File: config.mk
export PLATFORM = sky130hd
export DESIGN_NAME = cal_alarm_irq
export DESIGN_NICKNAME = d
export VERILOG_FILES = /design/src/rtl/cal_alarm_pkg.sv /design/src/rtl/cal_alarm_regs.sv /design/src/rtl/cal_alarm_cmp.sv /design/src/rtl/cal_alarm_irq_ctl.sv /design/src/rtl/cal_alarm_irq.sv
export SDC_FILE = /design/constraint.sdc
export NUM_CORES = 1
export LEC_CHECK = 0
export BUFFER_PORTS_ARGS = -buffer_cell sky130_fd_sc_hd__buf_4
export CORE_MARGIN = 2
export CORE_UTILIZATION = 40
export CTS_CLUSTER_DIAMETER = 30
export DETAILED_ROUTE_END_ITERATION = 16
export PLACE_DENSITY_LB_ADDON = 0.1
export SYNTH_ARGS = -nofsm -noshare
export SYNTH_HDL_FRONTEND = slang
export SYNTH_HIERARCHICAL = 1
export SYNTH_SLANG_ARGS = --single-unit
File: constraint.sdc
create_clock -name clk -period 2.08 [get_ports clk]
set_input_delay 0.416 -clock clk [delete_from_list [all_inputs] [get_ports clk]]
set_output_delay 0.416 -clock clk [all_outputs]
set_load 0.01 [all_outputs]
File: src/rtl/cal_alarm_pkg.sv
package cal_alarm_pkg;
  localparam int NFIELD = 7;
  localparam int SEC_W  = 6;
  localparam int MIN_W  = 6;
  localparam int HOUR_W = 5;
  localparam int WDAY_W = 3;
  localparam int DAY_W  = 5;
  localparam int MON_W  = 4;
  localparam int YEAR_W = 12;
  localparam int ADDR_W = 3;
  localparam int DATA_W = 32;
  localparam int ARM_BIT   = 8;
  localparam int ARMED_BIT = 9;

  // field order: sec, min, hour, wday, day, month, year (LSB first)
  localparam int FW [NFIELD] = '{SEC_W, MIN_W, HOUR_W, WDAY_W, DAY_W, MON_W, YEAR_W};

  function automatic int foff(input int idx);
    int s;
    s = 0;
    for (int j = 0; j < idx; j++) s += FW[j];
    return s;
  endfunction

  localparam int TIME_W = foff(NFIELD);

  typedef enum logic [ADDR_W-1:0] {
    A_DATE = 3'd0,
    A_TIME = 3'd1,
    A_CTRL = 3'd2,
    A_RAW  = 3'd3,
    A_IEN  = 3'd4,
    A_FRC  = 3'd5,
    A_STAT = 3'd6
  } reg_addr_e;
endpackage

File: src/rtl/cal_alarm_regs.sv
module cal_alarm_regs
  import cal_alarm_pkg::*;
(
  input  logic              clk,
  input  logic              rst_n,
  input  logic              wr_en,
  input  logic [ADDR_W-1:0] wr_addr,
  input  logic [DATA_W-1:0] wr_data,
  output logic [TIME_W-1:0] alm_flat,
  output logic [NFIELD-1:0] fld_en,
  output logic              glob_en,
  output logic              irq_en,
  output logic              irq_force
);
  logic [TIME_W-1:0] alm_d;
  logic [NFIELD-1:0] fld_en_d;
  logic              glob_en_d, irq_en_d, irq_force_d;

  always_comb begin
    alm_d       = alm_flat;
    fld_en_d    = fld_en;
    glob_en_d   = glob_en;
    irq_en_d    = irq_en;
    irq_force_d = irq_force;
    if (wr_en) begin
      case (wr_addr)
        A_DATE: begin
          alm_d[foff(4) +: DAY_W]  = wr_data[0  +: DAY_W];
          alm_d[foff(5) +: MON_W]  = wr_data[8  +: MON_W];
          alm_d[foff(6) +: YEAR_W] = wr_data[16 +: YEAR_W];
        end
        A_TIME: begin
          alm_d[foff(0) +: SEC_W]  = wr_data[0  +: SEC_W];
          alm_d[foff(1) +: MIN_W]  = wr_data[8  +: MIN_W];
          alm_d[foff(2) +: HOUR_W] = wr_data[16 +: HOUR_W];
          alm_d[foff(3) +: WDAY_W] = wr_data[24 +: WDAY_W];
        end
        A_CTRL: begin
          fld_en_d  = wr_data[NFIELD-1:0];
          glob_en_d = wr_data[ARM_BIT];
        end
        A_IEN:   irq_en_d    = wr_data[0];
        A_FRC:   irq_force_d = wr_data[0];
        default: ;
      endcase
    end
  end

  always_ff @(posedge clk or negedge rst_n) begin
    if (!rst_n) begin
      alm_flat  <= '0;
      fld_en    <= '0;
      glob_en   <= 1'b0;
      irq_en    <= 1'b0;
      irq_force <= 1'b0;
    end else begin
      alm_flat  <= alm_d;
      fld_en    <= fld_en_d;
      glob_en   <= glob_en_d;
      irq_en    <= irq_en_d;
      irq_force <= irq_force_d;
    end
  end
endmodule

File: src/rtl/cal_alarm_cmp.sv
module cal_alarm_cmp
  import cal_alarm_pkg::*;
(
  input  logic [TIME_W-1:0] cur_flat,
  input  logic [TIME_W-1:0] alm_flat,
  input  logic [NFIELD-1:0] fld_en,
  input  logic              glob_en,
  output logic              match
);
  logic [NFIELD-1:0] hit;

  for (genvar i = 0; i < NFIELD; i++) begin : g_fld
    localparam int OFF = foff(i);
    localparam int W   = FW[i];
    assign hit[i] = !fld_en[i] || (cur_flat[OFF +: W] == alm_flat[OFF +: W]);
  end

  assign match = glob_en && (&hit);
endmodule

File: src/rtl/cal_alarm_irq_ctl.sv
module cal_alarm_irq_ctl (
  input  logic clk,
  input  logic rst_n,
  input  logic match,
  input  logic glob_en,
  input  logic irq_en,
  input  logic irq_force,
  output logic raw,
  output logic armed,
  output logic irq
);
  logic raw_d, armed_d;

  always_comb begin
    raw_d   = match;
    armed_d = glob_en;
  end

  always_ff @(posedge clk or negedge rst_n) begin
    if (!rst_n) begin
      raw   <= 1'b0;
      armed <= 1'b0;
    end else begin
      raw   <= raw_d;
      armed <= armed_d;
    end
  end

  assign irq = (raw && irq_en) || irq_force;
endmodule

File: src/rtl/cal_alarm_irq.sv
module cal_alarm_irq
  import cal_alarm_pkg::*;
(
  input  logic              clk,
  input  logic              rst_n,
  input  logic [YEAR_W-1:0] cur_year,
  input  logic [MON_W-1:0]  cur_month,
  input  logic [DAY_W-1:0]  cur_day,
  input  logic [WDAY_W-1:0] cur_wday,
  input  logic [HOUR_W-1:0] cur_hour,
  input  logic [MIN_W-1:0]  cur_min,
  input  logic [SEC_W-1:0]  cur_sec,
  input  logic              wr_en,
  input  logic [ADDR_W-1:0] wr_addr,
  input  logic [DATA_W-1:0] wr_data,
  input  logic [ADDR_W-1:0] rd_addr,
  output logic [DATA_W-1:0] rd_data,
  output logic              irq
);
  logic [1:0]        rst_pipe;
  logic              rst_sync_n;
  logic [TIME_W-1:0] cur_flat, alm_flat;
  logic [NFIELD-1:0] fld_en;
  logic              glob_en, irq_en, irq_force, match, raw, armed;

  always_ff @(posedge clk or negedge rst_n) begin
    if (!rst_n) rst_pipe <= 2'b00;
    else        rst_pipe <= {rst_pipe[0], 1'b1};
  end
  assign rst_sync_n = rst_pipe[1];

  assign cur_flat = {cur_year, cur_month, cur_day, cur_wday, cur_hour, cur_min, cur_sec};

  cal_alarm_regs u_regs (
    .clk(clk), .rst_n(rst_sync_n), .wr_en(wr_en), .wr_addr(wr_addr),
    .wr_data(wr_data), .alm_flat(alm_flat), .fld_en(fld_en),
    .glob_en(glob_en), .irq_en(irq_en), .irq_force(irq_force)
  );

  cal_alarm_cmp u_cmp (
    .cur_flat(cur_flat), .alm_flat(alm_flat), .fld_en(fld_en),
    .glob_en(glob_en), .match(match)
  );

  cal_alarm_irq_ctl u_ctl (
    .clk(clk), .rst_n(rst_sync_n), .match(match), .glob_en(glob_en),
    .irq_en(irq_en), .irq_force(irq_force), .raw(raw), .armed(armed),
    .irq(irq)
  );

  always_comb begin
    rd_data = '0;
    case (rd_addr)
      A_DATE: begin
        rd_data[0  +: DAY_W]  = alm_flat[foff(4) +: DAY_W];
        rd_data[8  +: MON_W]  = alm_flat[foff(5) +: MON_W];
        rd_data[16 +: YEAR_W] = alm_flat[foff(6) +: YEAR_W];
      end
      A_TIME: begin
        rd_data[0  +: SEC_W]  = alm_flat[foff(0) +: SEC_W];
        rd_data[8  +: MIN_W]  = alm_flat[foff(1) +: MIN_W];
        rd_data[16 +: HOUR_W] = alm_flat[foff(2) +: HOUR_W];
        rd_data[24 +: WDAY_W] = alm_flat[foff(3) +: WDAY_W];
      end
      A_CTRL: begin
        rd_data[NFIELD-1:0] = fld_en;
        rd_data[ARM_BIT]    = glob_en;
        rd_data[ARMED_BIT]  = armed;
      end
      A_RAW:   rd_data[0] = raw;
      A_IEN:   rd_data[0] = irq_en;
      A_FRC:   rd_data[0] = irq_force;
      A_STAT:  rd_data[0] = irq;
      default: ;
    endcase
  end
endmodule

==> out/qor.csv <==
metric,value,unit
status,completed,
Max Fclk,0.5373,GHz
proportion of synthesized chip area in sequential cells,44.12,%
Worst-path clk slew,90,ps
most area-hungry cell type in the Yosys netlist,dfrtp_1,
met2 usage,31.02,%
Fin Setup TNS,0,ps
layout cells sized above 1,50.00,%
Clk network pwr share,19.7,%
Die Y,92.31,um
RSZ-0062 raised after global routing,false,
max incr delay on CP,380,ps
crit-path max FO,18,
Iter 0 DRT Violations,35,
top-count cell post-synth,dfrtp_1,
total gr overflow,0,
drt pass-1 iters,4,
Remaining DRCs,0,
count of pins over their slew limit,0,
final hold violation count,0,
max_cap viols,0,
DP Wirelength,5.641,mm
post-route ant nets,0,
initial antenna violation count,0,
flop-to-flop setup slack,610,ps
Period minus WS final,1861,ps
relative slew slack,63.85,%
core area,7647,um^2
Avg Vias per Cell,4.815,
Worst path most repeated cell,buf_4,
Pint,2055,uW
"Top FF cell, synth",dfrtp_1,
drt total wl,7.414,mm
top cell type's share of synthesized area,44.12,%
Reg power frac,51.3,%
die area,8520,um^2
most used routing layer,met2,
"Cell Chain, Critical Path",buf_4 -> mux2_2 -> o22ai_1 -> a31oi_1 -> buf_4,
met1 GRT Util,24.64,%
Post-synth EDFFs,0,
Max VDD drop,0.0004670,V
Die W,92.31,um
number of post-CTS setup repair buffers,0,
PortBufs,100,
r2r endpoint,u_ctl/raw,
Synth cell types,37,
setup ws final,218.8,ps
GPL Wtd Cong,0.7714,
final core occ,52.93,%
# nets final,443,
dpl ws,181.1,ps
"FF+latch count, synth",55,
DR vias,2234,
critical path required time,1660,ps
PD cells,727.0,nW/um^2
CP Class,in2out,
CTS max path bufs,2,
Synth Cell Area,3119,um^2
Crit. End Element,output port,
starting density of the core,40.79,%
CTS tree,done,
fin crit share,89.48,%
cell total after placement,455,
async set or reset register ratio after synthesis,100.0,%
yosys warns,6,
cells after synthesis,257,
antenna cells,0,
Slew @ Worst Pin,542.3,ps
leak pwr,0.001869,uW
global-route wire length before repair,12.04,mm
Setup Skew,5.641,ps
Cell Rows,32,
startpoint types,primary input,
"Clk Latency, worst-skew pair",310,ps
number of global-route vias before repair,2326,
H-tree levels,2,
post-route insts no fill,464,
Area contributors post-synth,"dfrtp_1, mux2_2, xor2_1",
Switching Power,887.4,uW
"Avg Cell Area, Syn",12.14,um^2
root buf cell,clkbuf_8,
Logic pwr share,29.0,%
post-CTS sizing,0,
CP arrival,1450,ps
FF-to-FF Start,u_regs/alm_flat[38],
setup violators final,0,
met3 global-route usage,4.068,%
R2R depth,4,
routed len/inst,15.98,um
switch share,30.15,%
pin count of the biggest net entering global routing,32,
HP Class,reg2async,
Area Overhead vs Synth,29.76,%
slowest CP cell,mux2_2,
clk sinks,55,
io pins,115,
Total Power,2943,uW
CTS buffer count,5,
All-Layer GR Usage,18.41,%
Post-synth top cells,"dfrtp_1, mux2_2, xor2_1",
timing repair:
item	CTS	global route
endpoints found under the hold margin	2	0
setup endpoints to repair	0	0
hold buffers	1	0
per-stage QoR:
step                      hold WS (ps)  instance area (um^2)
after floorplan                  120.4                  3142
after global placement           199.1                  3956
after detailed placement         200.4                  3956
after CTS                        280.9                  4048
after global routing             318.0                  4048
final                            254.5                  4048
worst max path at each step:
stage | from | end | slack (ps) | cells after the start
2_1_floorplan | rst_pipe[1] | u_ctl/armed | 440 | 0
3_3_place_gp | rd_addr[1] | rd_data[21] | 200 | 5
3_5_place_dp | rd_addr[1] | rd_data[21] | 180 | 5
4_1_cts | rd_addr[1] | rd_data[21] | 180 | 5
5_1_grt | rd_addr[1] | rd_data[21] | 80 | 5
6_report | rd_addr[0] | rd_data[0] | 220 | 5
sequential cells by signal, summed over array words and instances (netlist names):
| signal | cells |
|---|---|
| u_ctl/armed | 1 |
| u_ctl/raw | 1 |
| u_regs/irq_force | 1 |
| u_regs/fld_en | 7 |
| u_regs/alm_flat | 41 |
| rst_pipe | 2 |
| u_regs/irq_en | 1 |
| u_regs/glob_en | 1 |
power groups by stage:
stage / Sequential [uW] / Combinational (uW) / Clock [uW]
4_1_cts: 1520 / 865 / 596
6_report: 1510 / 854 / 579
5_1_grt: 1550 / 940 / 642
3_5_place_dp: 1540 / 859 / 0
2_1_floorplan: 1480 / 577 / 0
3_3_place_gp: 1530 / 845 / 0
metal layers:
layer / vias up / part of all wire (%)
li1: 1088 / -
met1: 1080 / 44
met2: 59 / 50
met3: 7 / 5.0
met4: 0 / 0.76
met5: - / 0
cells in the final DEF, fill, tap and decap left out, drive strengths merged, types with 2 or more instances in the layout:
| cell | instances |
|---|---|
| a21oi | 7 |
| and2 | 4 |
| and3 | 2 |
| and4bb | 2 |
| buf | 109 |
| clkbuf | 7 |
| conb | 8 |
| dfrtp | 55 |
| mux2 | 53 |
| mux2i | 17 |
| nand2 | 8 |
| nand3 | 4 |
| nand4 | 3 |
| nor2 | 12 |
| nor4 | 3 |
| o31ai | 5 |
| or2 | 8 |
| xnor2 | 14 |
| xor2 | 27 |
area by class of cell:
class,instances,area [um^2]
Timing Repair Buffer,110,853.3
Multi-Input combinational cell,189,1608
Tap cell,102,127.6
Fill cell,722,3600
Sequential cell,55,1378
Clock buffer,7,76.32
Clock inverter,1,5.005
kinds of logic after synthesis:
logic type	share of synthesized area [%]
other	0.2408
buffers and inverters	5.054
xor gates and xnor gates	11.51
DFF	44.12
and+or+nand+nor	10.11
AOI/OAI and AO/OA	4.373
muxes	24.59
critical path, delay by kind of cell:
kind	cells	cell delay, ps
buf+inv	2	430
compound gates	2	220
mux	1	380
No activity file was read; power rests on OpenSTA's default activity.
